==> src/rtl/dma_irq_pkg.sv <==
package dma_irq_pkg;
  localparam int ADDR_W  = 8;
  localparam int DATA_W  = 32;
  localparam int EVT_W   = 16;
  localparam int ST_W    = 3;
  localparam int SUM_BIT = 16;
  localparam int RX_LSB  = 17;
  localparam int TX_LSB  = 20;
  localparam int RSV_LSB = TX_LSB + ST_W;
  // events feeding the normal summary: bits 0, 2, 6, 14
  localparam logic [EVT_W-1:0] SUM_SEL = 16'h4045;
  localparam logic [ADDR_W-1:0] STATUS_OFS = 8'h14;
  localparam logic [ADDR_W-1:0] ENABLE_OFS = 8'h1C;
endpackage

==> src/rtl/dma_irq_evt_bank.sv <==
module dma_irq_evt_bank #(
  parameter int EVT_W = 16
) (
  input  logic             clk,
  input  logic             rst_n,
  input  logic [EVT_W-1:0] evt_i,
  input  logic [EVT_W-1:0] clr_i,
  output logic [EVT_W-1:0] sticky_o
);
  for (genvar g = 0; g < EVT_W; g++) begin : g_bit
    logic q;
    always_ff @(posedge clk) begin
      if (!rst_n)        q <= 1'b0;
      else if (evt_i[g]) q <= 1'b1;
      else if (clr_i[g]) q <= 1'b0;
    end
    assign sticky_o[g] = q;

    assert_set_wins_R4: assert property (@(posedge clk) disable iff (!rst_n)
      evt_i[g] |=> sticky_o[g]);
    assert_w1c_R3: assert property (@(posedge clk) disable iff (!rst_n)
      (clr_i[g] && !evt_i[g]) |=> !sticky_o[g]);
    assert_sticky_hold_R2: assert property (@(posedge clk) disable iff (!rst_n)
      (sticky_o[g] && !clr_i[g]) |=> sticky_o[g]);
  end
endmodule

==> src/rtl/dma_irq_enable_reg.sv <==
module dma_irq_enable_reg #(
  parameter int EVT_W = 16
) (
  input  logic             clk,
  input  logic             rst_n,
  input  logic             we_i,
  input  logic [EVT_W-1:0] wdata_i,
  output logic [EVT_W-1:0] en_o
);
  always_ff @(posedge clk) begin
    if (!rst_n)    en_o <= '0;
    else if (we_i) en_o <= wdata_i;
  end

  assert_en_stable_R11: assert property (@(posedge clk) disable iff (!rst_n)
    !we_i |=> $stable(en_o));
endmodule

==> src/rtl/dma_irq_summary.sv <==
module dma_irq_summary #(
  parameter int               EVT_W = 16,
  parameter logic [EVT_W-1:0] SEL   = '1
) (
  input  logic [EVT_W-1:0] sticky_i,
  input  logic [EVT_W-1:0] en_i,
  output logic             summary_o
);
  logic [EVT_W-1:0] hit;
  for (genvar g = 0; g < EVT_W; g++) begin : g_sel
    if (SEL[g]) begin : g_on
      assign hit[g] = sticky_i[g] & en_i[g];
    end else begin : g_off
      assign hit[g] = 1'b0;
    end
  end
  assign summary_o = |hit;
endmodule

==> src/rtl/dma_irq_state_cap.sv <==
module dma_irq_state_cap #(
  parameter int ST_W = 3
) (
  input  logic            clk,
  input  logic            rst_n,
  input  logic [ST_W-1:0] tx_i,
  input  logic [ST_W-1:0] rx_i,
  output logic [ST_W-1:0] tx_q,
  output logic [ST_W-1:0] rx_q
);
  always_ff @(posedge clk) begin
    if (!rst_n) begin
      tx_q <= '0;
      rx_q <= '0;
    end else begin
      tx_q <= tx_i;
      rx_q <= rx_i;
    end
  end

  assert_state_follow_R8: assert property (@(posedge clk) disable iff (!rst_n)
    rst_n |=> (tx_q == $past(tx_i)) && (rx_q == $past(rx_i)));
endmodule

==> src/rtl/dma_irq_status.sv <==
module dma_irq_status
  import dma_irq_pkg::*;
(
  input  logic              clk,
  input  logic              rst_n,
  input  logic [ADDR_W-1:0] bus_addr,
  input  logic              bus_wen,
  input  logic [DATA_W-1:0] bus_wdata,
  output logic [DATA_W-1:0] bus_rdata,
  input  logic [EVT_W-1:0]  evt_pulse,
  input  logic [ST_W-1:0]   tx_state,
  input  logic [ST_W-1:0]   rx_state,
  output logic              irq
);
  logic              st_hit, en_hit;
  logic [EVT_W-1:0]  clr_vec, sticky, en;
  logic [ST_W-1:0]   tx_q, rx_q;
  logic              summary;
  logic [DATA_W-1:0] status_word, enable_word;

  assign st_hit  = (bus_addr == STATUS_OFS);
  assign en_hit  = (bus_addr == ENABLE_OFS);
  assign clr_vec = (bus_wen && st_hit) ? bus_wdata[EVT_W-1:0] : '0;

  dma_irq_evt_bank #(.EVT_W(EVT_W)) u_evt (
    .clk(clk), .rst_n(rst_n), .evt_i(evt_pulse), .clr_i(clr_vec), .sticky_o(sticky)
  );

  dma_irq_enable_reg #(.EVT_W(EVT_W)) u_en (
    .clk(clk), .rst_n(rst_n), .we_i(bus_wen && en_hit),
    .wdata_i(bus_wdata[EVT_W-1:0]), .en_o(en)
  );

  dma_irq_summary #(.EVT_W(EVT_W), .SEL(SUM_SEL)) u_sum (
    .sticky_i(sticky), .en_i(en), .summary_o(summary)
  );

  dma_irq_state_cap #(.ST_W(ST_W)) u_st (
    .clk(clk), .rst_n(rst_n), .tx_i(tx_state), .rx_i(rx_state), .tx_q(tx_q), .rx_q(rx_q)
  );

  always_comb begin
    status_word = '0;
    status_word[EVT_W-1:0]            = sticky;
    status_word[SUM_BIT]              = summary;
    status_word[RX_LSB +: ST_W]       = rx_q;
    status_word[TX_LSB +: ST_W]       = tx_q;
    enable_word = '0;
    enable_word[EVT_W-1:0]            = en;
  end

  always_comb begin
    if (st_hit)      bus_rdata = status_word;
    else if (en_hit) bus_rdata = enable_word;
    else             bus_rdata = '0;
  end

  assign irq = summary;

  assert_masked_quiet_R6: assert property (@(posedge clk) disable iff (!rst_n)
    ((sticky & en & SUM_SEL) == '0) |-> !irq);
  assert_summary_hit_R5: assert property (@(posedge clk) disable iff (!rst_n)
    ((sticky & en & SUM_SEL) != '0) |-> irq);
  assert_reserved_zero_R9: assert property (@(posedge clk) disable iff (!rst_n)
    st_hit |-> (bus_rdata[DATA_W-1:RSV_LSB] == '0));
  assert_irq_is_bit_R7: assert property (@(posedge clk) disable iff (!rst_n)
    st_hit |-> (bus_rdata[SUM_BIT] == irq));
endmodule

==> config.mk <==
export PLATFORM = sky130hd
export DESIGN_NAME = dma_irq_status
export DESIGN_NICKNAME = d
export VERILOG_FILES = /design/src/rtl/dma_irq_pkg.sv /design/src/rtl/dma_irq_evt_bank.sv /design/src/rtl/dma_irq_enable_reg.sv /design/src/rtl/dma_irq_summary.sv /design/src/rtl/dma_irq_state_cap.sv /design/src/rtl/dma_irq_status.sv
export SDC_FILE = /design/constraint.sdc
export NUM_CORES = 1
export LEC_CHECK = 0
export BUFFER_PORTS_ARGS = -buffer_cell sky130_fd_sc_hd__buf_4
export CORE_AREA = 2 2 82 84
export DETAILED_ROUTE_END_ITERATION = 10
export DIE_AREA = 0 0 84 86
export MAX_ROUTING_LAYER = met4
export PLACE_DENSITY = 0.61
export REMOVE_ABC_BUFFERS = 1
export SETUP_SLACK_MARGIN = 0.02
export SLEW_MARGIN = 20
export SYNTH_ARGS = -nofsm -noshare
export SYNTH_HDL_FRONTEND = slang
export SYNTH_SLANG_ARGS = --single-unit
==> constraint.sdc <==
create_clock -name clk -period 1.6 [get_ports clk]
set_input_delay 0.08 -clock clk [delete_from_list [all_inputs] [get_ports clk]]
set_output_delay 0.08 -clock clk [all_outputs]
set_load 0.005 [all_outputs]
======== Word-level counts from Yosys, hierarchy flattened ========
Index checks and enable logic that the tools add are counted.
word-level totals
  register bits ........................... 38
  output and inout bits ................... 33
  word-level logic and storage cells ...... 79
cells by class
  eq/ne operators ......................... 2
  muxes and demuxes ....................... 35
  bitwise gates (word level) .............. 4
  reductions and logical operators ........ 19
operators by type and width
  cell                  number
  $mux W1               32
  $mux W16              2
  $reduce_bool A2 Y1    16
  $mux W23              1
  $eq A8 B5 Y1 const B  2
  $and A1 B1 Y1         4
  $reduce_or A4 Y1      1
  $logic_and A1 B1 Y1   2

======== Logic depth before layout (Yosys ltp) ========
  word-level depth ........................ 5
  depth in mapped cells ................... 5

======== Modules after synthesis ========
From an unflattened synthesis, not the netlist that was laid out.
second synthesis, totals
  cell total of the unflattened synthesis .. 241
  area, all modules ....................... 2283.4 um^2
by module, submodules not included
  module              times used  cells an instance  area an instance (um^2)  seq. area each (um^2)
  dma_irq_status      1           109                799.5                    0.0
  dma_irq_evt_bank    1           66                 691.9                    320.3
  dma_irq_enable_reg  1           51                 615.6                    320.3
  dma_irq_state_cap   1           12                 157.7                    120.1
  dma_irq_summary     1           3                  18.8                     0.0

======== Worst setup path after synthesis ========
OpenSTA, ideal clock, no wires.
  kind .................................... input port to flip-flop
  start point ............................. in bus_addr[5]
  end point ............................... reg u_en.en_o[0]
  setup time .............................. 72 ps
  data arrival time ....................... 1417 ps
  data required time ...................... 1528 ps
  setup slack ............................. 111 ps
  stages .................................. 4
  buffers on the path ..................... 1
  cell sequence ........................... or4b_4 -> nor3_4 -> buf_12 -> mux2i_1
on the way
  longest elaborated chain between the ends .. 2
RTL lines
  element               line                      source
  start, declared       dma_irq_status.sv:6       input logic [ADDR_W-1:0] bus_addr,
  $eq A8 B5 Y1          dma_irq_status.sv:22      assign en_hit = (bus_addr == ENABLE_OFS);
  $logic_and A1 B1 Y1   dma_irq_status.sv:30      .clk(clk), .rst_n(rst_n), .we_i(bus_wen && en_hit),
  end signal, assigned  dma_irq_enable_reg.sv:12  else if (we_i) en_o <= wdata_i;
  end, declared         dma_irq_enable_reg.sv:8   output logic [EVT_W-1:0] en_o
No other way between the ends.
A chain may end at the register's enable or synchronous reset.

======== Final worst setup path ========
  start point ............................. in bus_addr[5]
  end point ............................... out bus_rdata[17]
on the way
  longest elaborated chain between the ends .. 2
RTL lines
  element        line                  source
  $eq A8 B5 Y1   dma_irq_status.sv:21  assign st_hit = (bus_addr == STATUS_OFS);
  $mux W23       dma_irq_status.sv:53  if (st_hit) bus_rdata = status_word;
  end, declared  dma_irq_status.sv:9   output logic [DATA_W-1:0] bus_rdata,
No other way between the ends.

==> metrics.yaml <==
sta:
  fmax_mhz: 650
  rsz0062_at_grt: "yes"
  fin_crit_sh_pct: 96.1
  worst_hold_slack_ps: 44.2
  skew_ps: 0
  hold_viol: 0
  setup_tns_ps: 0
  drv_slew: 0
  period_minus_slack_ps: 1540
  layout_setup_ws_ps: 61.8
  setup_viol: 0
synthesis:
  netlist_area_sq_um: 1850
  muxShareOfSynthArea_pct: 17.3
  synth_compound_area_share_pct: 10.5
  synthSimpleGateAreaFrac_pct: 19.7
  ys_ff_latch: 38
  yosysTopAreaCell: "dfxtp_1"
  syn_inst: 213
  yosysUniqueCellTypes: 22
  synth_area_leaders: "dfxtp_1 41%, mux2i_1 17%, nand2_1 6.9%"
  netlist.area_leader.share_pct: 41.1
  synth_xor_area_share_pct: 0
  synth_top_family_by_area: "simple AND/OR/NAND/NOR gates"
  yosysSeqAreaShare_pct: 41.1
  avgSynthCellArea_sq_um: 8.69
  synth_warnings: 0
  synth_fa_ha_area_share_pct: 0
critical_path:
  required_ps: 1520
  crit_arrival_ps: 1460
  path_max_fanout: 7
  startpoint_type: "input pin"
  endpoint_kind: "output pin"
  path_class: "in2out"
floorplanning:
  die_w_um: 84
  fp-row-count: 29
  ios: 98
  die_area_sq_um: 7220
  core_area_sq_um: 6280
  start_util_pct: 29.5
  die-height_um: 86
global_route:
  grt.overflow.total: 0
  grtUsageMet1_pct: 15.8
  grt_pass1_vias: 1636
  grt_pass1_wl_mm: 7.51
  grt.busiest_layer: "met2"
  met2_usage_pct: 22.4
  grt_start_max_net_pins: 55
  grt_use_met3_pct: 3.66
  antenna_found_initial: 0
  grt_usage_pct: 13.3
place:
  place_congestion: 0.693
  io_buffers: 72
  dpl_cell_area_sq_um: 2480
  place_ws_ps: -23.9
  dp_hpwl_mm: 3.44
  dp.cells: 359
cells_and_area:
  n_antenna_cell: 0
  nets: 376
  instances_no_fill: 389
  syn_to_final_growth_pct: 52.6
  layout_commonest_cell: "buf_4"
  drive_gt1_share_pct: 33.3
  nFillCells: 621
  multi_input_area_sq_um: 931
  stdcell_area_sq_um: 2830
  layout_common_cells: "83 x buf_4, 38 x dfxtp_1, 34 x nand2_1"
  seqCellArea_sq_um: 761
detailed_routing:
  wl_per_cell_um: 12.0
  drtIter0Drc: 56
  first_pass_iters: 4
  wirelength_mm: 4.67
  route.detailed.drc: 0
  ant_nets: 0
  via_per_inst: 4.40
  num_vias: 1712
power_and_ir_drop:
  vdd.ir_drop.worst_mv: 0.369
  p_int_mw: 1.58
  power_frac_comb_pct: 13.3
  clockPowerShare_pct: 37.8
  powerDensity_nw_per_um2: 724
  p_leak_nw: 1.28
  swShare_pct: 22.7
  power_frac_seq_pct: 48.9
  p_switching_mw: 0.465
cts:
  post_cts_buffers: 0
  numCtsBuffers: 5
  clock_sinks: 38
  cts_root_buf: "clkbuf_8"
  cts_tree: "done"
  htreeDepth: 2
  cts.path.max_buffers: 2
  clk_latency_ps: 280
  clkSlewWorstSetupHoldPaths_ps: 70
run_status:
  status: "completed"
hold_path:
  hold_path.class: "in2reg"
flow_run:
  cap_violations: 0
## critical path: stages
cell,delay [ps]
buf_4,110
or4b_4,540
or2_4,270
buf_4,170
nor3b_2,170
buf_4,130
## routing by layer
metal	vias up	wire (um)	part of all wire, %
met5	-	0	0
met4	0	33	0.71
met3	4	269	5.8
met2	53	2220	48
met1	770	2150	46
li1	885	-	-
## per-stage QoR
step	power (mW)	util [%]
CTS	2.09	44.8
global route	2.14	45.0
detailed placement	1.25	39.5
finish	2.05	45.0
global placement	1.25	39.5
floorplan	1.10	-
## flip-flops by register name, summed over array words and instances (netlist names)
name           count
u_en.en_o         16
u_evt.g_bit.q     16
u_st.rx_q          3
u_st.tx_q          3
## area by class of cell
class / count / area share (%)
clock buffers: 8 / 3.90
well taps: 77 / 3.41
flip-flops and latches: 38 / 26.9
multi-input cells: 143 / 32.9
inverters: 17 / 2.26
repair buffers: 106 / 30.6
## synth_stat cells
master,n
buf_1,2
or2_1,1
a22oi_1,2
buf_4,10
or3b_2,1
mux2i_1,32
inv_1,17
clkbuf_1,7
conb_1,1
nor2_1,16
a31oi_1,16
nor4_4,1
nand2_1,34
nor3b_1,3
nor3_4,1
buf_12,1
nor3b_2,4
o21ai_0,16
or4b_4,1
dfxtp_1,38
buf_2,3
and2_1,6
## power by group through the flow
stage	combinational (mW)	clock (mW)	sequential [mW]
2_1_floorplan	0.0822	0	1.02
3_3_place_gp	0.227	0	1.02
3_5_place_dp	0.231	0	1.02
4_1_cts	0.275	0.814	1.00
5_1_grt	0.303	0.837	1.00
6_report	0.273	0.773	1.00
## repair_timing
| item | 4_1_cts | 5_1_grt |
|---|---|---|
| resized for setup | 2 | 2 |
| hold buffers | 22 | 0 |
| endpoints found under the setup margin | 5 | 6 |
| pin swaps | 0 | 1 |
| hold endpoints to repair | 22 | 0 |
## logic make-up (layout without fill, tap and decap cells)
group,after synthesis,in the layout
other cells,1,9
buf+inv,40,131
mux,32,32
compound gates,34,34
simple gates,68,68
flops,38,38
## worst paths after layout
| path | from | endpoint | slack, ps | cells past startpoint |
|---|---|---|---|---|
| max | bus_addr[5] | bus_rdata[17] | 60 | 6 |
| min | evt_pulse[8] | u_evt.g_bit[8].q | 40 | 3 |
| max reg2reg | u_evt.g_bit[2].q | u_evt.g_bit[2].q | 920 | 2 |
| min reg2reg | u_en.en_o[11] | u_en.en_o[11] | 460 | 2 |
Note: power is estimated with default switching activity, not from simulation.
